[config.mk]
export PLATFORM = sky130hd
export DESIGN_NAME = opsel_decode
export DESIGN_NICKNAME = d
export VERILOG_FILES = /design/src/rtl/opsel_pkg.sv /design/src/rtl/opsel_regs.sv /design/src/rtl/opsel_spr.sv /design/src/rtl/opsel_imm.sv /design/src/rtl/opsel_decode.sv
export SDC_FILE = /design/constraint.sdc
export NUM_CORES = 1
export LEC_CHECK = 0
export BUFFER_PORTS_ARGS = -buffer_cell sky130_fd_sc_hd__buf_2
export CORE_ASPECT_RATIO = 0.8
export CORE_MARGIN = 2
export CORE_UTILIZATION = 48
export CTS_CLUSTER_SIZE = 24
export DETAILED_ROUTE_END_ITERATION = 12
export PLACE_DENSITY = 0.75
export SLEW_MARGIN = 25
export SYNTH_ARGS = -nofsm -noshare
export SYNTH_HDL_FRONTEND = slang
export SYNTH_HIERARCHICAL = 1
export SYNTH_SLANG_ARGS = --single-unit
[constraint.sdc]
create_clock -name clk -period 7.4 [get_ports clk]
set_input_delay 1.11 -clock clk [delete_from_list [all_inputs] [get_ports clk]]
set_output_delay 1.11 -clock clk [all_outputs]
set_load 0.02 [all_outputs]
[src/rtl/opsel_pkg.sv]
package opsel_pkg;

  localparam int unsigned IDX_W = 5;
  localparam int unsigned SPR_W = 10;

  // second operand selector codes
  localparam logic [3:0] B_NONE  = 4'd0;
  localparam logic [3:0] B_RB    = 4'd1;
  localparam logic [3:0] B_UI    = 4'd2;
  localparam logic [3:0] B_SI    = 4'd3;
  localparam logic [3:0] B_UI_HI = 4'd4;
  localparam logic [3:0] B_SI_HI = 4'd5;
  localparam logic [3:0] B_LI    = 4'd6;
  localparam logic [3:0] B_BD    = 4'd7;
  localparam logic [3:0] B_DS    = 4'd8;
  localparam logic [3:0] B_M1    = 4'd9;
  localparam logic [3:0] B_SH    = 4'd10;
  localparam logic [3:0] B_SH32  = 4'd11;
  localparam logic [3:0] B_SPR   = 4'd12;

  typedef enum logic [1:0] {A_NONE = 2'd0, A_RA = 2'd1, A_RA0 = 2'd2} asel_e;
  typedef enum logic [1:0] {D_NONE = 2'd0, D_RT = 2'd1, D_RA = 2'd2, D_SPR = 2'd3} dsel_e;
  typedef enum logic [1:0] {RCM_ZERO = 2'd0, RCM_ONE = 2'd1, RCM_INSN = 2'd2} rcm_e;
  typedef enum logic [2:0] {
    OC_OTHER = 3'd0, OC_BC = 3'd1, OC_BCREG = 3'd2, OC_MFSPR = 3'd3, OC_MTSPR = 3'd4
  } opc_e;

  typedef struct packed {
    logic [IDX_W-1:0] rd1_idx;
    logic             rd1_en;
    logic [IDX_W-1:0] rd2_idx;
    logic             rd2_en;
    logic [IDX_W-1:0] rd3_idx;
    logic             rd3_en;
    logic [SPR_W-1:0] sr1_num;
    logic             sr1_en;
    logic [SPR_W-1:0] sr2_num;
    logic             sr2_en;
    logic [IDX_W-1:0] wr_idx;
    logic             wr_en;
    logic [SPR_W-1:0] sw_num;
    logic             sw_en;
    logic             imm_en;
    logic             rc_bit;
    logic             rc_en;
    logic             oe_bit;
    logic             oe_en;
    logic             lk_bit;
  } port_bundle_t;

endpackage

[src/rtl/opsel_regs.sv]
module opsel_regs
  import opsel_pkg::*;
(
  input  logic [31:0]      insn,
  input  logic [1:0]       a_sel,
  input  logic [3:0]       b_sel,
  input  logic             c_sel,
  input  logic [1:0]       d_sel,
  output logic [IDX_W-1:0] rd1_idx,
  output logic             rd1_en,
  output logic [IDX_W-1:0] rd2_idx,
  output logic             rd2_en,
  output logic [IDX_W-1:0] rd3_idx,
  output logic             rd3_en,
  output logic [IDX_W-1:0] wr_idx,
  output logic             wr_en,
  output logic [SPR_W-1:0] sw_num,
  output logic             sw_en
);
  // field slices, MSB-first numbering: field bit n is insn[31-n]
  logic [IDX_W-1:0] f_rt, f_ra, f_rb;
  logic [SPR_W-1:0] f_spr;
  assign f_rt  = insn[25:21];
  assign f_ra  = insn[20:16];
  assign f_rb  = insn[15:11];
  assign f_spr = insn[20:11];

  always_comb begin
    rd1_en = 1'b0;
    unique case (asel_e'(a_sel))
      A_RA:    rd1_en = 1'b1;
      A_RA0:   rd1_en = (f_ra != '0);
      default: rd1_en = 1'b0;
    endcase
    rd1_idx = rd1_en ? f_ra : '0;

    rd2_en  = (b_sel == B_RB);
    rd2_idx = rd2_en ? f_rb : '0;
    rd3_en  = c_sel;
    rd3_idx = rd3_en ? f_rt : '0;

    wr_en  = 1'b0;
    wr_idx = '0;
    sw_en  = 1'b0;
    sw_num = '0;
    unique case (dsel_e'(d_sel))
      D_RT:    begin wr_en = 1'b1; wr_idx = f_rt; end
      D_RA:    begin wr_en = 1'b1; wr_idx = f_ra; end
      D_SPR:   begin sw_en = 1'b1; sw_num = f_spr; end
      default: ;
    endcase
  end
endmodule

[src/rtl/opsel_spr.sv]
module opsel_spr
  import opsel_pkg::*;
#(
  parameter logic [SPR_W-1:0] CTR_NUM = 10'd9,
  parameter logic [SPR_W-1:0] LR_NUM  = 10'd8
) (
  input  logic [31:0]      insn,
  input  logic [3:0]       b_sel,
  input  logic [2:0]       op_class,
  output logic [SPR_W-1:0] sr1_num,
  output logic             sr1_en,
  output logic [SPR_W-1:0] sr2_num,
  output logic             sr2_en
);
  logic bo_bit8, xo_bit21;
  assign bo_bit8  = insn[23];
  assign xo_bit21 = insn[10];

  always_comb begin
    sr1_en  = 1'b0;
    sr1_num = '0;
    unique case (opc_e'(op_class))
      OC_BC, OC_BCREG: if (!bo_bit8) begin
        sr1_en  = 1'b1;
        sr1_num = CTR_NUM;
      end
      OC_MFSPR, OC_MTSPR: begin
        sr1_en  = 1'b1;
        sr1_num = insn[20:11];
      end
      default: ;
    endcase
    sr2_en  = (b_sel == B_SPR);
    sr2_num = !sr2_en ? '0 : (xo_bit21 ? CTR_NUM : LR_NUM);
  end
endmodule

[src/rtl/opsel_imm.sv]
module opsel_imm
  import opsel_pkg::*;
#(
  parameter int unsigned XLEN = 64
) (
  input  logic [31:0]     insn,
  input  logic [3:0]      b_sel,
  output logic [XLEN-1:0] imm,
  output logic            imm_en
);
  localparam int unsigned HW = 16;

  logic [HW-1:0] f_half;
  logic          s16, s26;
  assign f_half = insn[15:0];
  assign s16    = insn[15];
  assign s26    = insn[25];

  always_comb begin
    imm_en = 1'b1;
    imm    = '0;
    unique case (b_sel)
      B_UI:    imm = XLEN'(f_half);
      B_SI:    imm = {{(XLEN-HW){s16}}, f_half};
      B_UI_HI: imm = XLEN'({f_half, 16'h0000});
      B_SI_HI: imm = {{(XLEN-2*HW){s16}}, f_half, 16'h0000};
      B_LI:    imm = {{(XLEN-26){s26}}, insn[25:2], 2'b00};
      B_BD, B_DS: imm = {{(XLEN-HW){s16}}, insn[15:2], 2'b00};
      B_M1:    imm = '1;
      B_SH:    imm = XLEN'({insn[1], insn[15:11]});
      B_SH32:  imm = XLEN'(insn[15:11]);
      default: imm_en = 1'b0;
    endcase
  end
endmodule

[src/rtl/opsel_decode.sv]
module opsel_decode
  import opsel_pkg::*;
#(
  parameter int unsigned      XLEN       = 64,
  parameter int unsigned      FLAG_W     = 11,
  parameter bit               REGISTERED = 1'b1,
  parameter logic [9:0]       CTR_NUM    = 10'd9,
  parameter logic [9:0]       LR_NUM     = 10'd8
) (
  input  logic              clk,
  input  logic              rst_n,
  input  logic              in_valid,
  output logic              in_ready,
  input  logic [31:0]       insn,
  input  logic [1:0]        a_sel,
  input  logic [3:0]        b_sel,
  input  logic              c_sel,
  input  logic [1:0]        d_sel,
  input  logic [1:0]        rc_mode,
  input  logic [2:0]        op_class,
  input  logic              link_en,
  input  logic [FLAG_W-1:0] pass_flags,
  output logic              out_valid,
  input  logic              out_ready,
  output logic [4:0]        rd1_idx,
  output logic              rd1_en,
  output logic [4:0]        rd2_idx,
  output logic              rd2_en,
  output logic [4:0]        rd3_idx,
  output logic              rd3_en,
  output logic [9:0]        sr1_num,
  output logic              sr1_en,
  output logic [9:0]        sr2_num,
  output logic              sr2_en,
  output logic [XLEN-1:0]   imm,
  output logic              imm_en,
  output logic [4:0]        wr_idx,
  output logic              wr_en,
  output logic [9:0]        sw_num,
  output logic              sw_en,
  output logic              rc_bit,
  output logic              rc_en,
  output logic              oe_bit,
  output logic              oe_en,
  output logic              lk_bit,
  output logic [FLAG_W-1:0] flags_out
);
  port_bundle_t      d_b;
  logic [XLEN-1:0]   d_imm;

  opsel_regs u_regs (
    .insn(insn), .a_sel(a_sel), .b_sel(b_sel), .c_sel(c_sel), .d_sel(d_sel),
    .rd1_idx(d_b.rd1_idx), .rd1_en(d_b.rd1_en),
    .rd2_idx(d_b.rd2_idx), .rd2_en(d_b.rd2_en),
    .rd3_idx(d_b.rd3_idx), .rd3_en(d_b.rd3_en),
    .wr_idx(d_b.wr_idx), .wr_en(d_b.wr_en),
    .sw_num(d_b.sw_num), .sw_en(d_b.sw_en)
  );

  opsel_spr #(.CTR_NUM(CTR_NUM), .LR_NUM(LR_NUM)) u_spr (
    .insn(insn), .b_sel(b_sel), .op_class(op_class),
    .sr1_num(d_b.sr1_num), .sr1_en(d_b.sr1_en),
    .sr2_num(d_b.sr2_num), .sr2_en(d_b.sr2_en)
  );

  opsel_imm #(.XLEN(XLEN)) u_imm (
    .insn(insn), .b_sel(b_sel), .imm(d_imm), .imm_en(d_b.imm_en)
  );

  // record, overflow and link bits (field bits 31 and 21)
  always_comb begin
    d_b.rc_en  = 1'b1;
    d_b.oe_en  = 1'b1;
    d_b.oe_bit = insn[10];
    d_b.lk_bit = link_en & insn[0];
    unique case (rcm_e'(rc_mode))
      RCM_ONE:  d_b.rc_bit = 1'b1;
      RCM_INSN: d_b.rc_bit = insn[0];
      default:  d_b.rc_bit = 1'b0;
    endcase
  end

  port_bundle_t      q_b;
  logic [XLEN-1:0]   q_imm;
  logic [FLAG_W-1:0] q_flags;

  generate
    if (REGISTERED) begin : g_reg
      logic q_vld;
      assign in_ready  = !q_vld || out_ready;
      assign out_valid = q_vld;
      always_ff @(posedge clk) begin
        if (!rst_n) begin
          q_vld   <= 1'b0;
          q_b     <= '0;
          q_imm   <= '0;
          q_flags <= '0;
        end else begin
          if (in_ready) q_vld <= in_valid;
          if (in_valid && in_ready) begin
            q_b     <= d_b;
            q_imm   <= d_imm;
            q_flags <= pass_flags;
          end
        end
      end
    end else begin : g_comb
      assign in_ready  = out_ready;
      assign out_valid = in_valid;
      assign q_b       = d_b;
      assign q_imm     = d_imm;
      assign q_flags   = pass_flags;
    end
  endgenerate

  assign rd1_idx   = q_b.rd1_idx;
  assign rd1_en    = q_b.rd1_en;
  assign rd2_idx   = q_b.rd2_idx;
  assign rd2_en    = q_b.rd2_en;
  assign rd3_idx   = q_b.rd3_idx;
  assign rd3_en    = q_b.rd3_en;
  assign sr1_num   = q_b.sr1_num;
  assign sr1_en    = q_b.sr1_en;
  assign sr2_num   = q_b.sr2_num;
  assign sr2_en    = q_b.sr2_en;
  assign imm       = q_imm;
  assign imm_en    = q_b.imm_en;
  assign wr_idx    = q_b.wr_idx;
  assign wr_en     = q_b.wr_en;
  assign sw_num    = q_b.sw_num;
  assign sw_en     = q_b.sw_en;
  assign rc_bit    = q_b.rc_bit;
  assign rc_en     = q_b.rc_en;
  assign oe_bit    = q_b.oe_bit;
  assign oe_en     = q_b.oe_en;
  assign lk_bit    = q_b.lk_bit;
  assign flags_out = q_flags;
endmodule

After elaboration in Yosys (flattened, before gate mapping)
Cells that the tools add are included.

storage, ports and cells
  flip-flop bits (word level) = 138
  input bits = 62

operators by class
  reductions and logical operators = 9
  eq/ne operators = 23
  muxes and demuxes = 17
  bitwise operators = 1

operator list
  operator              count
  $pmux W64 S9          1
  $eq A4 B4 Y1 const B  5
  $mux W10              2
  $pmux W10 S2          1
  $eq A4 B3 Y1 const B  4
  $mux W5               3
  $pmux W5 S2           1
  $reduce_or A10 Y1     1
  $eq A2 B2 Y1 const B  4
  $eq A4 B2 Y1 const B  2
  $reduce_or A2 Y1      4
  $eq A2 B1 Y1 const B  3
  $eq A3 B2 Y1 const B  2
  $pmux W1 S2           3
  $mux W1               5
  $reduce_bool A5 Y1    1
  $eq A4 B1 Y1 const B  1
  $mux W4               1
  $eq A3 B1 Y1 const B  1
  $eq A3 B3 Y1 const B  1
  $and A1 B1 Y1         1
  $logic_and A1 B1 Y1   1
  $logic_not A1 Y1      1
  $logic_or A1 B1 Y1    1

Logic depth before layout (Yosys ltp)
Gate-level depths: netlist (run 1).

  depth after elaboration = 3
  depth in mapped cells = 8
  gate-level depth less buffers = 7

Cells and area by module
The synthesis (run 1) kept the hierarchy.

by module, submodules not included
  module        cells each  times used  area an instance (um^2)  seq. area each (um^2)
  opsel_decode  634         1           5207.5                   2762.6
  opsel_imm     122         1           853.3                    0.0
  opsel_regs    50          1           345.3                    0.0
  opsel_spr     37          1           244.0                    0.0

Least setup slack after synthesis (run 1)
OpenSTA, ideal clock, no wires.

  kind = input to register
  start point = input b_sel[0]
  end point = register q_imm[33] (netlist: imm[33])
  setup slack = 3.642 ns
  cell stages on the path = 7
  data arrival time = 3.687 ns
  path buffers = 2
  required time = 7.330 ns
  setup time = 0.070 ns
  cells stage by stage = and3b_1 > buf_2 > a21oi_1 > o21ai_0 > buf_4 > nand3_1 > a21oi_1

between the ends
  longest elaborated chain between the ends = 3
  elaborated cells between the ends (all ways) = 12
  classes of those cells = 10 x eq/ne; 1 x mux; 1 x reduce/logical

ends and longest elaborated chain
  what                                                 line                 source
  start: declaration                                   opsel_decode.sv:16   input logic [3:0] b_sel,
  $eq A4 B3 Y1 / $eq A4 B4 Y1 (equally long branches)  opsel_imm.sv:22      unique case (b_sel)
  $reduce_or A2 Y1                                     n/a
  $pmux W64 S9 (*)                                     opsel_imm.sv:22
  net d_imm[33]                                        opsel_decode.sv:49   logic [XLEN-1:0] d_imm;
  end signal: assignment                               opsel_decode.sv:102  q_imm <= d_imm;
  end: declaration                                     opsel_decode.sv:84   logic [XLEN-1:0] q_imm;

Mark *: on every way through the listed nets, which the timed path passes. The rest lies on a longest branch.
A chain may end at the register's enable or synchronous reset.

Worst setup path after layout (run 1)
  start point = input out_ready
  end point = output in_ready

between the ends
  longest elaborated chain between the ends = 1

ends and longest elaborated chain
  what                line                source
  start: declaration  opsel_decode.sv:24  input logic out_ready,
  $logic_or A1 B1 Y1  opsel_decode.sv:90  assign in_ready = !q_vld || out_ready;
  end: declaration    opsel_decode.sv:13  output logic in_ready,

No other way between the ends.

==> impl_metrics.ini, run 1 <==
[cells_and_area]
register_area_mm2 = 0.00276
finalNonFillerCells = 1138
area_growth_pct = 18.3
drive_gt1_frac = 0.269
multiInputGateArea_mm2 = 0.00317
final_nets = 1018
nFillCells = 1294
antenna_cells = 0

[sta]
slew_violations = 0
fin_crit_ns = 3.67
tightest_slew_ns = 0.905
fin_tns_setup_ns = 0
rsz0062_at_grt = false
hold_viol_final = 0
setup-violations-final = 0
slew_headroom = 0.397
fin_skew_ns = 0.0108
fmax_mhz = 273
fin_crit_sh = 0.495

[logic_synthesis]
yosys.cell_count.top_type = a21oi_1
yosys-top-cells-count = 156 x a21oi_1, 138 x dfxtp_1, 136 x o21ai_0, 134 x nand3_1, 44 x buf_4
ys_warn_count = 6
synth_area_mm2 = 0.00665
synth_cells = 843
synth-edff-count = 0
synth_top_area_frac = 0.415
ys_ff_latch = 138
avgSynthCellArea_um2 = 7.89
synth_top_area_cell = dfxtp_1
ys.flop_type = dfxtp_1
yosysSeqAreaShare = 0.415
synthDistinctLibCells = 41
synthTopCellsByArea = dfxtp_1 42%, a21oi_1 12%, o21ai_0 10%
async_reset_ff_frac = 0

[floorplanning]
die_w_um = 136
core_mm2 = 0.0136
initial_core_util = 0.491
io_pins = 202
std_cell_rows = 38
die-area_mm2 = 0.0148
fp.dieH_um = 109

[cts]
postCtsSetupRepairBufs = 0
cts_tree = done
clk_latency_ns = 0.41
ctsResizeCount = 0
htreeDepth = 4
cts_hold_buffers = 0
cts_buffer_depth = 2
cts_buffers = 17
cts_sinks = 138
clkTransAtPathRegs_ns = 0.06
cts_root_buffer = clkbuf_16

[global_route]
track_usage = 0.264
grt_pass1_wl_mm = 30.5
grt_antenna_before_repair = 0
grt_max_degree = 89
grt_pass1_vias = 5732
grt_overflow = 0

[critical_path]
worstSetupStartpointType = input pin
crit_required_ns = 6.29
crit_arrival_ns = 2.56
end_kind = output pin
path_class = in -> out
worst-path-max-fanout = 72

[routing]
ant_nets = 0
drc_errors = 0
vias_per_cell = 5.70
vias = 6488
dr.pass1.iters = 5
drt_iter0_drc = 697
wl_per_cell_um = 17.6
wl_mm = 20.1

[place]
place_congestion = 0.857
portBuffers = 195
dp.cells = 1107
place_hpwl_mm = 12.3

[power_and_ir_drop]
comb_power_share = 0.136
swShare = 0.267
p_sw_uw = 521
p_per_area_mw_per_mm2 = 248
pwr-share-clk = 0.460
pwr-share-seq = 0.404
p_int_uw = 1430
p_leak_uw = 0.00340
ir_drop_mv = 0.151

[run_status]
status = completed

[run]
drv_cap = 0

[hold_path]
hold_class = reg -> reg
[routing by layer]
metal	track usage	share of wire	up-vias
met3	0.0725	0.087	23
met4	0.0766	0.015	0
li1	-	-	3145
met5	0	0	-
met2	0.399	0.44	293
met1	0.371	0.46	3027
[through the flow]
stage / hold WS [ns] / area, um^2 / utilization / worst slack [ns] / total power [uW]
global placement: 0.459 / 7250 / 0.535 / 3.73 / 1060
global route: 0.486 / 7870 / 0.581 / 3.65 / 2020
finish: 0.470 / 7870 / 0.581 / 3.73 / 1950
detailed placement: 0.464 / 7250 / 0.535 / 3.76 / 1060
floorplan: 0.554 / 6680 / - / 3.64 / 1000
CTS: 0.472 / 7870 / 0.581 / 3.78 / 1960
[power groups by stage]
stage | Sequential [uW] | Combinational, uW | Clock, uW
after detailed placement | 803 | 261 | 0
after global routing | 790 | 286 | 947
after floorplan | 840 | 160 | 0
after global placement | 802 | 259 | 0
after CTS | 787 | 262 | 910
final | 787 | 264 | 897
[layout by cell type (no fill, tap or decap), types with 11 or more instances in the layout]
cell / synthesis / final
a21oi_1: 156 / 156
nand3_1: 134 / 134
buf_2: 25 / 194
o21ai_2: 12 / 13
inv_1: 15 / 13
a22oi_1: 11 / 11
dfxtp_1: 138 / 138
a21o_1: 12 / 12
and2_1: 32 / 32
clkbuf_16: 0 / 17
o21ai_0: 136 / 135
[area by class of cell]
cell class	instances	area share
Clock inverter	11	0.0218
Tap cell	180	0.0286
Clock buffer	20	0.0568
Timing Repair Buffer	202	0.131
Sequential cell	138	0.351
Multi-Input combinational cell	571	0.402
Inverter	16	0.00843
[logic make-up after synthesis]
| logic type | after synthesis | synth area share |
|---|---|---|
| flops | 138 | 0.415 |
| compound gates | 347 | 0.283 |
| simple gates | 205 | 0.166 |
| fa+ha+maj | 11 | 0.0205 |
| buf+inv | 141 | 0.114 |
| other cells | 1 | 0.000564 |
[critical path, stage by stage]
cell and delay [ns]:
buf_2 0.11, nor2b_4 0.09, buf_4 0.46, inv_4 0.42, buf_2 0.29
[sequential cells by signal (all words and copies together) (netlist names), 5 cells and up]
name and cells:
rd2_idx 5, sr2_num 10, sr1_num 10, rd3_idx 5, wr_idx 5, imm 64
rd1_idx 5, sw_num 10, flags_out 11
[worst paths after layout]
| path | startpoint | depth (start not counted) | slack, ns | endpoint |
|---|---|---|---|---|
| worst min register to register | imm[36] | 2 | 0.47 | imm[36] |
| worst max-delay path | out_ready | 5 | 3.73 | in_ready |
| worst max register to register | out_valid | 6 | 4.81 | lk_bit |
| worst min-delay path | imm[36] | 2 | 0.47 | imm[36] |
(Power assumes the default switching activity.)
==> inputs of run 2 (changes only) <==
--- a/config.mk
+++ b/config.mk
@@ -11,7 +11,7 @@
 export CORE_UTILIZATION = 48
 export CTS_CLUSTER_SIZE = 24
 export DETAILED_ROUTE_END_ITERATION = 12
-export PLACE_DENSITY = 0.75
+export PLACE_DENSITY = 0.78
 export SLEW_MARGIN = 25
 export SYNTH_ARGS = -nofsm -noshare
 export SYNTH_HDL_FRONTEND = slang
==> constraint.sdc (replaced) <==
create_clock -name clk -period 3 [get_ports clk]
set_input_delay 0.45 -clock clk [delete_from_list [all_inputs] [get_ports clk]]
set_output_delay 0.45 -clock clk [all_outputs]
set_load 0.02 [all_outputs]
==> run 2 against run 1 <==
  * Largest power group unchanged
  * Worst hold slack worse by 0.17 ns
  * Power is 130% higher
  * Routed wire length is 0.22% lower
  * Utilization stayed put
  * Sequential share of layout area stayed put
  * Highest routed layer unchanged
==> impl_metrics.ini, run 2 (synthesized netlist as in run 1, its figures left out) <==
[cts]
cts_hold_buffers = 0
cts_root_buffer = clkbuf_16
postCtsSetupRepairBufs = 0
htreeDepth = 4
clk_latency_ns = 0.41
cts_sinks = 138
ctsResizeCount = 0
cts_buffers = 17
cts_buffer_depth = 2
cts_tree = done
clkTransAtPathRegs_ns = 0.06

[cells_and_area]
multiInputGateArea_mm2 = 0.00317
area_growth_pct = 18.3
drive_gt1_frac = 0.272
largest_reg_flops = 64
nFillCells = 1264
final_cell_mix = 194 x buf_2, 156 x a21oi_1, 138 x dfxtp_1
register_area_mm2 = 0.00276
layout_commonest_cell = buf_2
final_nets = 1021
antenna_cells = 0

[floorplanning]
fp.dieH_um = 109
die_w_um = 136
core_mm2 = 0.0136
io_pins = 202
initial_core_util = 0.491
die-area_mm2 = 0.0148
std_cell_rows = 38

[routing]
drt_iter0_drc = 776
ant_nets = 0
drc_errors = 0
wl_mm = 20.0
vias = 6530
wl_per_cell_um = 17.5
dr.pass1.iters = 5
vias_per_cell = 5.72

[sta]
fin_crit_ns = 1.96
tightest_slew_ns = 0.749
fmax_mhz = 509
slew_violations = 0
slew_headroom = 0.501
fin_crit_sh = 0.654
setup-violations-final = 0
whs_ns = 0.298
finalWorstSetupSlack_ns = 1.04
fin_skew_ns = 0.00759
rsz0062_at_grt = false
fin_tns_setup_ns = 0
hold_viol_final = 0

[place]
place_ws_ns = 0.618
portBuffers = 195
place_congestion = 0.868
place_hpwl_mm = 12.5

[critical_path]
crit_arrival_ns = 2.30
end_kind = flip-flop
worst-path-max-fanout = 31
r2r-end = imm[3]
path_class = in -> reg
worstSetupStartpointType = input pin
ff2ff_path_depth = 5
crit_required_ns = 3.33
reg2reg_from = out_valid
ff2ff_setup_slack_ns = 1.20

[power_and_ir_drop]
p_leak_uw = 0.00340
comb_power_share = 0.145
p_sw_uw = 1270
p_int_uw = 3300
p_per_area_mw_per_mm2 = 581
swShare = 0.278
pwr-share-seq = 0.425
pwr-share-clk = 0.430
ir_drop_mv = 0.378

[global_route]
grt_pass1_vias = 5905
grt_overflow = 0
grt_max_degree = 138
grt_pass1_wl_mm = 31.2
grt_antenna_before_repair = 0
track_usage = 0.268

[hold_path]
hold_end = flags_out[5]
hold_class = in -> reg
holdPathStages = 3
worstHoldStart = pass_flags[5]

[run_status]
status = completed

[run]
drv_cap = 0
## run 2: routing by layer
layer | vias up | track usage | wire length (um)
met4 | 0 | 0.0707 | 196
met5 | - | 0 | 0
li1 | 3141 | - | -
met3 | 23 | 0.0860 | 1970
met1 | 3068 | 0.368 | 8690
met2 | 298 | 0.407 | 9190
## run 2: per-stage QoR
step,util,power (uW),cells,cell area [um^2]
final,0.581,4570,1142,7870
after global routing,0.581,4750,1142,7870
after CTS,0.581,4600,1142,7870
after detailed placement,0.540,2630,1110,7310
after global placement,0.540,2620,1110,7310
after floorplan,-,2460,850,6680
## run 2: final cells by class
type | count | area share
Inverter | 16 | 0.00843
Sequential cell | 138 | 0.351
Timing Repair Buffer | 205 | 0.139
Multi-Input combinational cell | 571 | 0.402
Tap cell | 180 | 0.0286
Clock buffer | 21 | 0.0585
Clock inverter | 11 | 0.0124
## run 2: power by group through the flow
stage	Sequential (uW)	Clock, uW	Combinational [uW]
after floorplan	2070	0	391
after global placement	1980	0	646
after detailed placement	1980	0	654
after CTS	1940	2000	657
after global routing	1950	2080	721
final	1940	1970	661
## run 2: worst max path at each step
| stage | to | cells past startpoint | start |
|---|---|---|---|
| after floorplan | imm[33] | 7 | b_sel[0] |
| after global placement | imm[32] | 9 | b_sel[2] |
| after detailed placement | imm[45] | 9 | b_sel[2] |
| after CTS | imm[45] | 9 | b_sel[2] |
| after global routing | imm[56] | 9 | b_sel[2] |
| final | imm[45] | 9 | b_sel[2] |
## run 2: critical path, cell delays in order
cell and delay (ns):
buf_2 0.13, inv_1 0.07, ha_1 0.34, nand2b_1 0.15
o22a_2 0.37, o21ai_2 0.13, buf_4 0.35, nand3_1 0.12
a21oi_1 0.18
==> inputs of run 3 (changes only) <==
==> constraint.sdc (replaced) <==
create_clock -name clk -period 1.62 [get_ports clk]
set_input_delay 0.243 -clock clk [delete_from_list [all_inputs] [get_ports clk]]
set_output_delay 0.243 -clock clk [all_outputs]
set_load 0.02 [all_outputs]
==> run 3 against run 2 <==
  * Routed wire length increased by 3.4%
  * Setup slack got worse by 1.0 ns
  * Worst hold slack got worse by 0.20 ns
  * Sequential share of layout area decreased by 1.4 points
  * Register-to-register slack got worse by 0.99 ns
  * Critical path depth decreased by 6
  * Die area unchanged
  * Critical path type is now reg -> out
  * Largest power group unchanged
  * Highest routed layer unchanged
==> impl_metrics.ini, run 3 (synthesized netlist as in run 1, its figures left out) <==
[place]
place_ws_ns = -0.104
placed_cell_area_mm2 = 0.00761
place_hpwl_mm = 13.4
portBuffers = 195
place_congestion = 0.889

[cts]
clk_latency_ns = 0.41
cts_buffers = 17
cts_tree = done
cts_sinks = 138
ctsResizeCount = 0
clkTransAtPathRegs_ns = 0.06
cts_root_buffer = clkbuf_16
postCtsSetupRepairBufs = 1
htreeDepth = 4
cts_buffer_depth = 2
cts_hold_buffers = 0

[cells_and_area]
layout_commonest_cell = buf_2
final_nets = 1046
register_area_mm2 = 0.00276
nFillCells = 1250
final_cell_mix = 194 x buf_2, 156 x a21oi_1, 138 x dfxtp_1
multiInputGateArea_mm2 = 0.00317
stdcell_area_mm2 = 0.00820
area_growth_pct = 23.3
drive_gt1_frac = 0.291
largest_reg_flops = 64

[floorplanning]
io_pins = 202
fp.dieH_um = 109
die_w_um = 136
std_cell_rows = 38
die-area_mm2 = 0.0148
initial_core_util = 0.491
core_mm2 = 0.0136

[sta]
tightest_slew_ns = 0.610
fin_skew_ns = 0.0109
hold_viol_final = 0
fin_crit_ns = 1.58
setup-violations-final = 0
fin_crit_sh = 0.976
fmax_mhz = 632
slew_violations = 0
finalWorstSetupSlack_ns = 0.0387
slew_headroom = 0.593
rsz0062_at_grt = false

[power_and_ir_drop]
p_sw_uw = 2430
ir_drop_mv = 0.728
comb_power_share = 0.151
pwr-share-clk = 0.438
p_per_area_mw_per_mm2 = 1070
swShare = 0.277
pwr-share-seq = 0.411
p_int_uw = 6330
p_leak_uw = 0.00358

[routing]
drc_errors = 0
vias_per_cell = 5.74
wl_mm = 20.7
wl_per_cell_um = 17.8
dr.pass1.iters = 5
drt_iter0_drc = 676
ant_nets = 0
vias = 6694

[global_route]
grt_max_degree = 104
grt_pass1_vias = 5922
grtUsageMet3 = 0.0828
grt_overflow = 0
busiest_layer = met2
grt_pass1_wl_mm = 31.7
grt_antenna_before_repair = 2
track_usage = 0.275
use_met2 = 0.421
grt_use_met1 = 0.370

[critical_path]
worstSetupStartpointType = flip-flop
end_kind = output pin
path_class = reg -> out
worst-path-max-fanout = 22
crit_arrival_ns = 1.34
crit_required_ns = 1.38

[run]
drv_cap = 0

[run_status]
status = completed

[hold_path]
hold_class = in -> reg
[run 3: cell count changes in the layout (fill, tap and decap cells not counted), sizes merged]
| cell | delta |
|---|---|
| diode | +1 |
| inv | +1 |
| clkinvlp | -2 |
| clkbuf | -1 |
| bufinv | +1 |
| buf | +25 |
[run 3: power by group through the flow]
stage	Clock, uW	Combinational, uW	Sequential, uW
after global placement	0	1280	3660
after CTS	3890	1310	3600
after global routing	4040	1430	3610
final	3840	1320	3600
after floorplan	0	722	3840
after detailed placement	0	1300	3670
[run 3: area by class of cell]
type,count,share of cell area
Multi-Input combinational cell,571,0.387
Sequential cell,138,0.337
Timing Repair Buffer,230,0.170
Clock buffer,20,0.0557
Tap cell,180,0.0275
Clock inverter,11,0.0148
Inverter,16,0.00809
Antenna cell,1,0.000305
[run 3: critical path, stage by stage, from the launching register on]
cell     delay, ns
dfxtp_1       0.32
nor2b_4       0.14
inv_4         0.23
buf_2         0.23
[run 3: final timing paths]
path / startpoint / end / slack, ns / cells past startpoint
max: out_valid / in_ready / 0.04 / 3
min: pass_flags[8] / flags_out[8] / 0.09 / 3
max reg2reg: out_valid / lk_bit / 0.21 / 5
min reg2reg: rd2_idx[3] / rd2_idx[3] / 0.47 / 2
[run 3: layer usage]
metal	vias up	routed length, um
li1	3192	-
met1	3147	8660
met2	318	9480
met3	37	2190
met4	0	393
met5	-	0
[run 3: per-stage QoR]
stage / std cells / hold WS [ns] / TNS, ns / utilization / power (uW)
after floorplan: 850 / 0.404 / 0 / - / 4560
after global placement: 1134 / 0.458 / -0.358 / 0.562 / 4950
after detailed placement: 1134 / 0.463 / -0.787 / 0.562 / 4970
after CTS: 1166 / 0.0816 / 0 / 0.605 / 8790
after global routing: 1166 / 0.100 / 0 / 0.605 / 9080
final: 1167 / 0.0947 / 0 / 0.605 / 8760
